File: src/rtl/pwm_dt_pkg.sv
package pwm_dt_pkg;
  localparam int unsigned DEF_CNT_W = 16;
  localparam int unsigned DEF_DT_W  = 7;

  // which half of the period a channel owns
  typedef enum logic {
    PH_LEAD  = 1'b0,
    PH_TRAIL = 1'b1
  } phase_e;
endpackage

File: src/rtl/pwm_dt_counter.sv
module pwm_dt_counter #(
  parameter int unsigned CNT_W = pwm_dt_pkg::DEF_CNT_W
) (
  input  logic             clk,
  input  logic             rst_n,
  input  logic             tick,
  input  logic [CNT_W-1:0] top_val,
  output logic [CNT_W-1:0] cnt_nx,
  output logic             wrap_q
);
  logic [CNT_W-1:0] cnt_q;
  logic             wrap;

  // >= so that lowering top below the current count still wraps
  assign wrap   = tick && (cnt_q >= top_val);
  assign cnt_nx = !tick ? cnt_q : (wrap ? '0 : cnt_q + 1'b1);

  always_ff @(posedge clk or negedge rst_n) begin
    if (!rst_n) begin
      cnt_q  <= '0;
      wrap_q <= 1'b0;
    end else begin
      cnt_q  <= cnt_nx;
      wrap_q <= wrap;
    end
  end
endmodule

File: src/rtl/pwm_dt_phase.sv
module pwm_dt_phase #(
  parameter int unsigned        CNT_W = pwm_dt_pkg::DEF_CNT_W,
  parameter int unsigned        DT_W  = pwm_dt_pkg::DEF_DT_W,
  parameter pwm_dt_pkg::phase_e PHASE = pwm_dt_pkg::PH_LEAD
) (
  input  logic             clk,
  input  logic             rst_n,
  input  logic [CNT_W-1:0] cnt_nx,
  input  logic [CNT_W-1:0] duty_val,
  input  logic [DT_W-1:0]  dt_ticks,
  input  logic             dt_on,
  output logic             pwm_q
);
  localparam int unsigned PAD_W = CNT_W - DT_W;

  logic             in_phase;
  logic [CNT_W-1:0] elapsed;
  logic [CNT_W-1:0] dt_ext;
  logic             gate_open;

  assign dt_ext = {{PAD_W{1'b0}}, dt_ticks};

  // elapsed = ticks since this channel's phase began
  generate
    if (PHASE == pwm_dt_pkg::PH_LEAD) begin : g_lead
      assign in_phase = cnt_nx < duty_val;
      assign elapsed  = cnt_nx;
    end else begin : g_trail
      assign in_phase = cnt_nx >= duty_val;
      assign elapsed  = cnt_nx - duty_val;
    end
  endgenerate

  assign gate_open = !dt_on || (elapsed >= dt_ext);

  always_ff @(posedge clk or negedge rst_n) begin
    if (!rst_n) pwm_q <= 1'b0;
    else        pwm_q <= in_phase && gate_open;
  end
endmodule

File: src/rtl/pwm_dt_gen.sv
module pwm_dt_gen #(
  parameter int unsigned CNT_W = pwm_dt_pkg::DEF_CNT_W,
  parameter int unsigned DT_W  = pwm_dt_pkg::DEF_DT_W
) (
  input  logic             clk,
  input  logic             rst_n,
  input  logic             cnt_tick,
  input  logic [CNT_W-1:0] duty_val,
  input  logic [CNT_W-1:0] top_val,
  input  logic [DT_W-1:0]  dt_ticks,
  input  logic             dt_on,
  output logic             pwm_hi,
  output logic             pwm_lo,
  output logic             wrap_pulse
);
  localparam int unsigned N_CH = 2;

  logic [CNT_W-1:0] cnt_nx;
  logic [N_CH-1:0]  pwm_q;

  pwm_dt_counter #(.CNT_W(CNT_W)) i_cnt (
    .clk     (clk),
    .rst_n   (rst_n),
    .tick    (cnt_tick),
    .top_val (top_val),
    .cnt_nx  (cnt_nx),
    .wrap_q  (wrap_pulse)
  );

  for (genvar gi = 0; gi < N_CH; gi++) begin : g_ch
    localparam pwm_dt_pkg::phase_e PH =
      (gi == 0) ? pwm_dt_pkg::PH_LEAD : pwm_dt_pkg::PH_TRAIL;
    pwm_dt_phase #(.CNT_W(CNT_W), .DT_W(DT_W), .PHASE(PH)) i_ph (
      .clk      (clk),
      .rst_n    (rst_n),
      .cnt_nx   (cnt_nx),
      .duty_val (duty_val),
      .dt_ticks (dt_ticks),
      .dt_on    (dt_on),
      .pwm_q    (pwm_q[gi])
    );
  end

  assign pwm_hi = pwm_q[0];
  assign pwm_lo = pwm_q[1];
endmodule

File: config.mk
export PLATFORM = sky130hd
export DESIGN_NAME = pwm_dt_gen
export DESIGN_NICKNAME = d
export VERILOG_FILES = /design/src/rtl/pwm_dt_pkg.sv /design/src/rtl/pwm_dt_counter.sv /design/src/rtl/pwm_dt_phase.sv /design/src/rtl/pwm_dt_gen.sv
export SDC_FILE = /design/constraint.sdc
export NUM_CORES = 1
export LEC_CHECK = 0
export ABC_AREA = 1
export BUFFER_PORTS_ARGS = -buffer_cell sky130_fd_sc_hd__buf_2
export CAP_MARGIN = 15
export CORE_MARGIN = 2
export CORE_UTILIZATION = 35
export CTS_CLUSTER_DIAMETER = 80
export CTS_CLUSTER_SIZE = 16
export DETAILED_ROUTE_END_ITERATION = 12
export GPL_TIMING_DRIVEN = 0
export PLACE_DENSITY = 0.59
export SKIP_CTS_REPAIR_TIMING = 1
export SYNTH_ARGS = -nofsm -noshare
export SYNTH_HDL_FRONTEND = slang
export SYNTH_SLANG_ARGS = --single-unit
File: constraint.sdc
create_clock -name clk -period 3.5 [get_ports clk]
set_input_delay 0 -clock clk [delete_from_list [all_inputs] [get_ports clk]]
set_output_delay 0 -clock clk [all_outputs]
set_load 0.005 [all_outputs]
==> results of run 1 <==
[synthesized netlist by cell type, types with 2 or more instances]
master	number	area share, %
nand2_1	99	14
inv_1	78	11
ha_1	47	22
nor2_1	37	5.2
a21oi_1	28	5.2
nand3_1	20	3.7
dfrtp_1	19	18
xor2_1	11	3.6
nand4_1	10	2.3
o21ai_0	8	1.5
o21bai_1	5	1.4
nand2_2	4	0.93
nand3_2	4	1.5
nor2_2	4	0.93
a21o_1	2	0.56
a31oi_1	2	0.47
inv_2	2	0.28
nand3b_1	2	0.56
nor2_4	2	0.84
nor3_1	2	0.37
o21a_1	2	0.56
xnor2_1	2	0.65
[flip-flops by register name, summed over array words and instances (netlist names)]
| name | count |
|---|---|
| i_cnt.wrap_q | 1 |
| g_ch.i_ph.pwm_q | 2 |
| i_cnt.cnt_q | 16 |
[critical path: cells and delay by family (launching register included)]
family / cells / cell delay, ns
buffers and inverters: 1 / 0.13
AOI/OAI and AO/OA: 4 / 0.54
xor gates and xnor gates: 1 / 0.15
DFF: 1 / 0.42
adders and majority gates: 3 / 0.91
and+or+nand+nor: 15 / 1.41
[cell type report]
| type | instances | area share (%) |
|---|---|---|
| Sequential cell | 19 | 14.1 |
| Timing Repair Buffer | 63 | 10.6 |
| Clock buffer | 4 | 1.32 |
| Buffer | 2 | 0.439 |
| Tap cell | 99 | 3.62 |
| Inverter | 81 | 8.99 |
| Multi-Input combinational cell | 303 | 61.0 |
[power by group through the flow]
stage	clock, mW	sequential, mW	combinational, mW
floorplan	0	0.303	0.638
global placement	0	0.314	0.796
detailed placement	0	0.314	0.824
CTS	0.156	0.309	0.829
global route	0.163	0.309	1.19
finish	0.149	0.304	1.04
[cells by family (layout without fill, tap and decap cells)]
group,after synthesis,after routing
buf+inv,83,150
simple gates,189,189
flops,19,19
xor+xnor,13,13
fa+ha+maj,48,48
compound gates,53,53
[metal layers]
layer  wire, µm  GRT usage, %  part of all wire (%)
met4         72          4.42                   1.1
met2       3290          26.8                    50
met1       3140          20.5                    48
met5          0             0                     0
met3         99         0.247                   1.5
[stage by stage]
stage	total power [mW]	setup slack (ns)	setup TNS [ns]	instances
final	1.49	-0.189	-0.189	571
after global routing	1.66	-0.501	-0.531	571
after CTS	1.29	-0.822	-0.822	553
after detailed placement	1.14	-0.820	-0.820	549
after global placement	1.11	-0.669	-0.669	549
after floorplan	0.941	0.0551	0	405
[worst max-delay path by stage]
stage | endpoint | slack (ns) | depth (start not counted)
after floorplan | g_ch[1].i_ph.pwm_q | 0.06 | 27
after global placement | g_ch[1].i_ph.pwm_q | -0.67 | 23
after detailed placement | g_ch[1].i_ph.pwm_q | -0.82 | 23
after CTS | g_ch[1].i_ph.pwm_q | -0.82 | 23
after global routing | g_ch[1].i_ph.pwm_q | -0.50 | 29
final | g_ch[1].i_ph.pwm_q | -0.19 | 24
==> impl_metrics.yaml, run 1 <==
die:
  rows: 31
  dieHeight_um: 91.6
  core_area_um2: 7330
  fp.dieW_um: 91.6
  io_pins: 46
  die_area_um2: 8390
  initial_core_util_pct: 36.6
power_and_ir_drop:
  clkPwrFrac_pct: 10.0
  sw_frac_of_total_pct: 45.8
  internal_power_mw: 0.809
  power_frac_comb_pct: 69.7
  p_sw_mw: 0.684
  p_leak_nw: 1.99
  power_density_nw_per_um2: 436
  max-vdd-ir-drop_mv: 0.252
  sequentialPowerShare_pct: 20.4
layout:
  area.sequential_um2: 482
  post-route-util_pct: 46.7
  syn_to_final_growth_pct: 27.4
  drive_gt1_share_pct: 26.3
  multi_input_area_um2: 2090
  layout_commonest_cell: "nand2_1"
  design_area_um2: 3420
  n_antenna_cell: 0
  most-common-layout-cells: "nand2_1 (93), inv_1 (76), buf_2 (45)"
  nFillCells: 743
  nets: 564
yosys:
  synth_top_family_by_area: "simple AND/OR/NAND/NOR gates"
  synth-edff-count: 0
  yosys_warnings: 0
  synth_compound_area_share_pct: 11.6
  synth.net_count: 496
  synthDistinctLibCells: 37
  synth_mux_area_share_pct: 0
  syn_area_um2: 2690
  synth-seq-cells: 19
  syn_avg_cell_area_um2: 6.63
  netlist_instances: 405
  ys_seq_area_share_pct: 17.7
  synth-async-reset-ratio_pct: 100
  synth-simple-area-share_pct: 32.1
  yosys.area_share.adder_pct: 22.6
  synth_ff_type: "dfrtp_1"
  synth_xor_area_share_pct: 4.24
timing:
  min_period_ns: 3.69
  rsz0062_at_grt: "true"
  fin_crit_sh_pct: 105
  holdWs_ns: 0.172
  finalSetupViolations: 1
  fmax_ghz: 0.271
  slew_viol_final: 0
  clock_skew_ns: 0.00490
  worstMarginPinSlew_ns: 0.413
  setup_ws_ns: -0.189
  hold_viol_final: 0
  maxSlewHeadroom_pct: 72.5
worst_setup_path:
  worstPathMaxFanout: 5
  crit_slowest_cell: "dfrtp_1"
  cp-startpoint: "i_cnt.cnt_q[7]"
  slowest_delay_ns: 0.42
  crit_chain: "ha_1 > a21oi_2 > o21a_1 > nand2_1 > nand2_1 > nand2_2 > nand2_4 > clkinvlp_4 > nor3b_4 > ha_4 > a21oi_2 > nand2_2 > nand2_2 > nand3_2 > xor2_1 > ha_1 > a21oi_1 > nand2_1 > nand2_1 > nand2_1 > nor2_2 > nand3_1 > nor2_1 > nor2_1"
  cp.arrival_ns: 3.83
  end_kind: "register"
  crit_required_ns: 3.64
  path_class: "reg -> reg"
  startpoint_type: "register"
  r2r_slack_ns: -0.19
  reg2reg_from: "i_cnt.cnt_q[7]"
  reg2reg_to: "g_ch[1].i_ph.pwm_q"
  cpMostUsedCell: "nand2_1"
  ff2ff_path_depth: 24
min_path:
  min_to: "i_cnt.cnt_q[0]"
  min_from: "cnt_tick"
  hp-class: "in -> reg"
  whs_path_depth: 3
drt:
  first_pass_iters: 4
  vias: 2697
  drt_iter0_markers: 91
  avgViaCountPerCell: 4.72
  wl_per_cell_um: 11.6
  drc: 0
  totalWireLength_um: 6600
  antenna_left: 0
cts:
  cts_root_buffer: "clkbuf_8"
  clkTransAtPathRegs_ns: 0.07
  htreeDepth: 1
  clk-insertion-delay-late_ns: 0.25
  cts_buffers: 3
  cts.path.max_buffers: 2
  cts_sinks: 19
  cts_tree: "yes"
grt:
  grt_pass1_vias: 2459
  antenna_found_initial: 0
  grt_pass1_wl_um: 10700
  global_route.overflow_total: 0
  grt_max_degree: 20
  grt.total_usage_pct: 15.3
placement:
  gp_congestion: 0.807
  dpl.hpwl_um: 5410
  io_buffers: 45
  placed_area_um2: 3040
run_status:
  violations: "setup timing"
  status: "finished with violations"
job:
  drv_cap: 0
Power figures use the tool's default switching activity.
==> run 2: changes to the inputs <==
--- a/config.mk
+++ b/config.mk
@@ -5,9 +5,7 @@
 export SDC_FILE = /design/constraint.sdc
 export NUM_CORES = 1
 export LEC_CHECK = 0
-export ABC_AREA = 1
 export BUFFER_PORTS_ARGS = -buffer_cell sky130_fd_sc_hd__buf_2
-export CAP_MARGIN = 15
 export CORE_MARGIN = 2
 export CORE_UTILIZATION = 35
 export CTS_CLUSTER_DIAMETER = 80
==> run 2 against run 1 <==
  * The run still ends with setup timing left
  * Fmax shrank 21%
  * Synthesized cell count is 18% lower
  * Flip-flop and latch count did not move
  * Design area rose by 0.84%
  * Via count fell by 3.9%
  * Register-to-register slack got worse by 1.0 ns
  * Combinational power down 18%
  * Clock power hardly changed
  * Clock skew shrank 0.0038 ns
  * Clock-buffer cell count is the same
  * Total power shrank 13%
  * Area after synthesis shrank 4.6%
  * Largest power group unchanged
==> impl_metrics.yaml, run 2 <==
timing:
  slew_viol_final: 0
  rsz0062_at_grt: "true"
  hold_viol_final: 0
  final.setup.tns_ns: -1.45
  fmax_ghz: 0.213
  finalSetupViolations: 2
  clock_skew_ns: 0.00112
  min_period_ns: 4.70
  fin_crit_sh_pct: 134
  holdWs_ns: 0.138
  setup_ws_ns: -1.20
  maxSlewHeadroom_pct: 68.9
  worstMarginPinSlew_ns: 0.463
job:
  drv_cap: 0
drt:
  vias: 2591
  wl_per_cell_um: 13.0
  antenna_left: 0
  drc: 0
  first_pass_iters: 6
  drt_iter0_markers: 117
  avgViaCountPerCell: 5.13
  totalWireLength_um: 6590
yosys:
  synth_top_area_cell: "ha_1"
  synth_common_cells: "ha_1 (47), inv_1 (46), a21oi_1 (28)"
  synthTopCellsByArea: "ha_1 (23%), dfrtp_1 (19%), inv_1 (6.7%)"
  synthDistinctLibCells: 53
  synth-seq-cells: 19
  yosysTopAreaCellShare_pct: 22.9
  syn_avg_cell_area_um2: 7.72
  ys_seq_area_share_pct: 18.6
  syn_area_um2: 2560
  yosys_warnings: 0
  netlist_instances: 332
  yosysMostFrequentCell: "ha_1"
  synth-async-reset-ratio_pct: 100
  synth.net_count: 423
  synth-edff-count: 0
  synth_ff_type: "dfrtp_1"
placement:
  place_ws_ns: -1.53
  placed_area_um2: 2950
  gp_congestion: 0.817
  dpl.hpwl_um: 5000
  io_buffers: 45
die:
  core_area_um2: 7180
  fp.dieW_um: 89.6
  io_pins: 46
  die_area_um2: 8020
  initial_core_util_pct: 35.7
  dieHeight_um: 89.6
  rows: 31
power_and_ir_drop:
  max-vdd-ir-drop_mv: 0.202
  clkPwrFrac_pct: 11.4
  internal_power_mw: 0.758
  power_density_nw_per_um2: 375
  p_leak_nw: 1.73
  sequentialPowerShare_pct: 23.1
  sw_frac_of_total_pct: 41.5
  power_frac_comb_pct: 65.5
  p_sw_mw: 0.538
cts:
  clkTransAtPathRegs_ns: 0.07
  cts_sinks: 19
  cts.path.max_buffers: 2
  cts_tree: "yes"
  cts_root_buffer: "clkbuf_8"
  cts_buffers: 3
  clk-insertion-delay-late_ns: 0.25
  htreeDepth: 1
worst_setup_path:
  crit_required_ns: 3.61
  end_kind: "register"
  startpoint_type: "register"
  slowest_delay_ns: 0.43
  r2r_slack_ns: -1.20
  path_class: "reg -> reg"
  crit_slowest_cell: "dfrtp_1"
  cpMostUsedCell: "ha_4"
  cp.arrival_ns: 4.81
  worstPathMaxFanout: 7
  crit_chain: "inv_2 > ha_4 > nand2b_4 > nand3_2 > a21oi_2 > a211o_1 > a221o_1 > buf_8 > nor2_4 > a22o_4 > ha_4 > a21oi_4 > nand2_2 > a21o_1 > a211oi_2 > nor3_2 > ha_1 > a22oi_2 > o2111ai_1 > nor4_1 > o21ai_1 > a2111oi_2 > a21oi_1"
grt:
  antenna_found_initial: 0
  global_route.overflow_total: 0
  grt_pass1_wl_um: 10000
  grt.total_usage_pct: 15.5
  grt_pass1_vias: 2307
  grt_max_degree: 20
run_status:
  violations: "setup timing"
  status: "finished with violations"
layout:
  largest_register: "i_cnt.cnt_q"
  drive_gt1_share_pct: 33.0
  post-route-util_pct: 48.1
  n_antenna_cell: 0
  reg_top3: "i_cnt.cnt_q: 16 flops, g_ch.i_ph.pwm_q: 2 flops, i_cnt.wrap_q: 1 flops"
  largest_reg_flops: 16
  design_area_um2: 3450
  syn_to_final_growth_pct: 34.7
  nets: 498
  layout_commonest_cell: "buf_2"
  most-common-layout-cells: "buf_2 (45), inv_1 (44), ha_1 (35)"
min_path:
  hp-class: "in -> reg"
run 2: cell types whose count changed after synthesis, sizes merged, moves of 6 or more:
cell / previous run / this run
nand3: 24 / 11
o21bai: 6 / 0
inv: 80 / 46
o21ai: 10 / 20
nor2: 44 / 27
nor3: 2 / 14
nand2: 104 / 23
run 2: final timing paths:
| path | to | depth (start not counted) | startpoint |
|---|---|---|---|
| setup / recovery | g_ch[1].i_ph.pwm_q | 23 | i_cnt.cnt_q[0] |
| hold / removal | g_ch[0].i_ph.pwm_q | 4 | dt_on |
| setup reg to reg | g_ch[1].i_ph.pwm_q | 23 | i_cnt.cnt_q[0] |
| hold reg to reg | i_cnt.cnt_q[14] | 2 | i_cnt.cnt_q[14] |
| max in group asynchronous | i_cnt.cnt_q[12] | 2 | rst_n |
| min in group asynchronous | i_cnt.cnt_q[0] | 2 | rst_n |
run 2: area by class of cell:
type	count	area, µm²
fillers	714	3720
well taps	99	124
repair buffers	72	430
inverters	46	173
plain buffers	3	22.5
flip-flops and latches	19	484
multi-input cells	262	2170
clock buffers	4	45.0
run 2: routing by layer:
| layer | part of all wire (%) | track usage [%] |
|---|---|---|
| met1 | 48 | 21.0 |
| met3 | 1.8 | 0.369 |
| met4 | 0.96 | 4.21 |
| met2 | 49 | 27.1 |
| met5 | 0 | 0 |
run 2: per-stage QoR:
step | std cells | power [mW]
after floorplan | 332 | 0.774
after global placement | 476 | 0.909
after detailed placement | 476 | 0.927
after CTS | 480 | 1.08
after global routing | 505 | 1.42
final | 505 | 1.30
run 2: power by group through the flow:
stage          clock [mW]  combinational, mW  sequential (mW)
3_3_place_gp            0              0.614            0.295
6_report            0.148              0.849            0.299
2_1_floorplan           0              0.488            0.286
5_1_grt             0.160              0.954            0.304
4_1_cts             0.153              0.636            0.292
3_5_place_dp            0              0.631            0.296
run 2: logic make-up after synthesis:
group	synth area share (%)
compound gates	23.1
xor+xnor	4.44
fa+ha+maj	23.7
buf+inv	7.47
flops	18.6
mux	1.27
simple gates	21.4
run 2: critical path: cells and delay by family, from the launching register on:
| kind | cells | cell delay (ns) |
|---|---|---|
| AO/OA/AOI/OAI | 12 | 2.36 |
| adder cells (fa/ha/maj) | 3 | 0.72 |
| buffers and inverters | 2 | 0.24 |
| flip-flops | 1 | 0.43 |
| AND/OR/NAND/NOR | 6 | 0.81 |
==> run 3: changes to the inputs <==
--- a/config.mk
+++ b/config.mk
@@ -5,15 +5,16 @@
 export SDC_FILE = /design/constraint.sdc
 export NUM_CORES = 1
 export LEC_CHECK = 0
-export BUFFER_PORTS_ARGS = -buffer_cell sky130_fd_sc_hd__buf_2
 export CORE_MARGIN = 2
 export CORE_UTILIZATION = 35
 export CTS_CLUSTER_DIAMETER = 80
 export CTS_CLUSTER_SIZE = 16
 export DETAILED_ROUTE_END_ITERATION = 12
+export DONT_BUFFER_PORTS = 1
 export GPL_TIMING_DRIVEN = 0
-export PLACE_DENSITY = 0.59
+export PLACE_DENSITY = 0.54
 export SKIP_CTS_REPAIR_TIMING = 1
 export SYNTH_ARGS = -nofsm -noshare
 export SYNTH_HDL_FRONTEND = slang
 export SYNTH_SLANG_ARGS = --single-unit
+export TNS_END_PERCENT = 1
==> run 3 against run 2 <==
  * The run still ends with setup timing left
  * Critical path depth is 1 lower
  * Via count is 6.8% lower
  * Global-route usage is 0.099 points lower
  * Register-to-register slack better by 0.05 ns
  * Non-clock buffer count is 46 lower
  * First-iteration DRC count is 2.6% lower
  * Core utilization is 3.6 points lower
  * Wire length is 3.5% lower
==> impl_metrics.yaml, run 3 (same netlist as run 2, synthesis figures left out) <==
drt:
  antenna_left: 0
  first_pass_iters: 4
  totalWireLength_um: 6360
  drt_iter0_markers: 114
  avgViaCountPerCell: 5.26
  vias: 2416
  drc: 0
  wl_per_cell_um: 13.9
grt:
  grt.total_usage_pct: 15.4
  grt_max_degree: 20
  antenna_found_initial: 0
  grt_pass1_wl_um: 9930
  global_route.overflow_total: 0
  use_met2_pct: 26.1
  met3_usage_pct: 1.02
  grt_pass1_vias: 2219
  met1_usage_pct: 21.4
  top_usage_layer: "met2"
die:
  fp.dieW_um: 89.6
  rows: 31
  io_pins: 46
  die_area_um2: 8020
  dieHeight_um: 89.6
  core_area_um2: 7180
  initial_core_util_pct: 35.7
cts:
  cts_buffers: 3
  clk-insertion-delay-late_ns: 0.26
  cts.path.max_buffers: 2
  cts_tree: "yes"
  htreeDepth: 1
  clkTransAtPathRegs_ns: 0.07
  cts_root_buffer: "clkbuf_8"
  cts_sinks: 19
placement:
  dpl.hpwl_um: 4980
  gp_congestion: 0.803
  io_buffers: 0
  place_ws_ns: -1.62
  dpl.cell_count: 431
worst_setup_path:
  reg2reg_from: "i_cnt.cnt_q[9]"
  end_kind: "register"
  path_buf_inv: 1
  path_class: "reg -> reg"
  slowest_delay_ns: 0.42
  path_delay_family: "compound AO/OA/AOI/OAI gates"
  crit_slowest_cell: "dfrtp_2"
  cp.arrival_ns: 4.77
  crit_chain: "ha_1 > a21oi_1 > nor2_1 > a211oi_1 > o21ai_1 > a221o_1 > buf_8 > nor2_4 > a22o_4 > ha_4 > a21oi_4 > nand2_2 > a21o_1 > a211oi_2 > nor3_2 > ha_1 > a22oi_2 > o2111ai_2 > nor4_2 > o21ai_1 > a2111oi_2 > a21oi_1"
  worstPathMaxFanout: 8
  startpoint_type: "register"
  crit_required_ns: 3.62
  cp-startpoint: "i_cnt.cnt_q[9]"
layout:
  n_antenna_cell: 0
  syn_to_final_growth_pct: 24.6
  drive_gt1_share_pct: 22.8
  layout_commonest_cell: "inv_1"
  post-route-util_pct: 44.5
  largest_register: "i_cnt.cnt_q"
  reg_top3: "i_cnt.cnt_q: 16 flops, g_ch.i_ph.pwm_q: 2 flops, i_cnt.wrap_q: 1 flops"
  most-common-layout-cells: "inv_1 (44), ha_1 (36), nor2_1 (26)"
  largest_reg_flops: 16
  nets: 452
  layoutNonFillerInstCount: 459
timing:
  slew_viol_final: 0
  maxSlewHeadroom_pct: 44.6
  final.setup.tns_ns: -1.41
  setup_ws_ns: -1.14
  fmax_ghz: 0.215
  clock_skew_ns: 0.00886
  worstMarginPinSlew_ns: 0.828
  fin_crit_sh_pct: 133
  finalSetupViolations: 2
  rsz0062_at_grt: "true"
  hold_viol_final: 0
  min_period_ns: 4.64
run_status:
  status: "finished with violations"
  violations: "setup timing"
power_and_ir_drop:
  p_leak_nw: 1.54
  p_total_mw: 1.24
  max-vdd-ir-drop_mv: 0.251
  power_density_nw_per_um2: 387
job:
  drv_cap: 0
min_path:
  min_from: "cnt_tick"
  hp-class: "in -> reg"
==> run 3: power breakdown <==
part / total (mW) / internal (mW) / switching, mW
Sequential: 0.297 / 0.250 / 0.0466
Clock: 0.149 / 0.0790 / 0.0697
Combinational: 0.792 / 0.395 / 0.396
==> run 3: stage by stage <==
| stage | hold slack (ns) | instance area (µm²) |
|---|---|---|
| floorplan | -0.296 | 2600 |
| CTS | -0.577 | 2770 |
| global placement | -0.295 | 2730 |
| global route | 0.143 | 3190 |
| finish | 0.123 | 3190 |
| detailed placement | -0.295 | 2730 |
==> run 3: worst paths after layout <==
check	to	slack [ns]	cells past startpoint
worst max-delay path	g_ch[1].i_ph.pwm_q	-1.14	22
worst min-delay path	i_cnt.cnt_q[7]	0.12	3
worst max register to register	g_ch[1].i_ph.pwm_q	-1.14	22
worst min register to register	i_cnt.cnt_q[3]	0.67	1
max in group asynchronous	i_cnt.cnt_q[5]	2.64	1
min in group asynchronous	g_ch[0].i_ph.pwm_q	0.29	1
==> run 3: cell type report <==
type | instances | area, µm²
clock buffer | 3 | 41.3
sequential | 19 | 483
fill | 727 | 3980
buffer | 5 | 31.3
clock inverter | 1 | 5.00
multi-input combinational | 262 | 2150
inverter | 46 | 173
timing repair buffer | 24 | 185
tap | 99 | 124
==> run 3: worst reg2reg max path, cell delays in order, from the launching register on <==
cell and delay [ns]:
dfrtp_2 0.42, ha_1 0.29, a21oi_1 0.15, nor2_1 0.06
a211oi_1 0.21, o21ai_1 0.09, a221o_1 0.32, buf_8 0.16
nor2_4 0.19, a22o_4 0.21, ha_4 0.23, a21oi_4 0.17
nand2_2 0.08, a21o_1 0.18, a211oi_2 0.24, nor3_2 0.06
ha_1 0.30, a22oi_2 0.21, o2111ai_2 0.12, nor4_2 0.27
o21ai_1 0.13, a2111oi_2 0.28, a21oi_1 0.16
==> run 3: per-layer routing <==
metal	share of wire (%)	up-vias	wire length [µm]
met5	0	-	0
met2	48	47	3080
met4	0.86	0	55
li1	-	1252	-
met3	2.1	5	136
met1	49	1112	3090
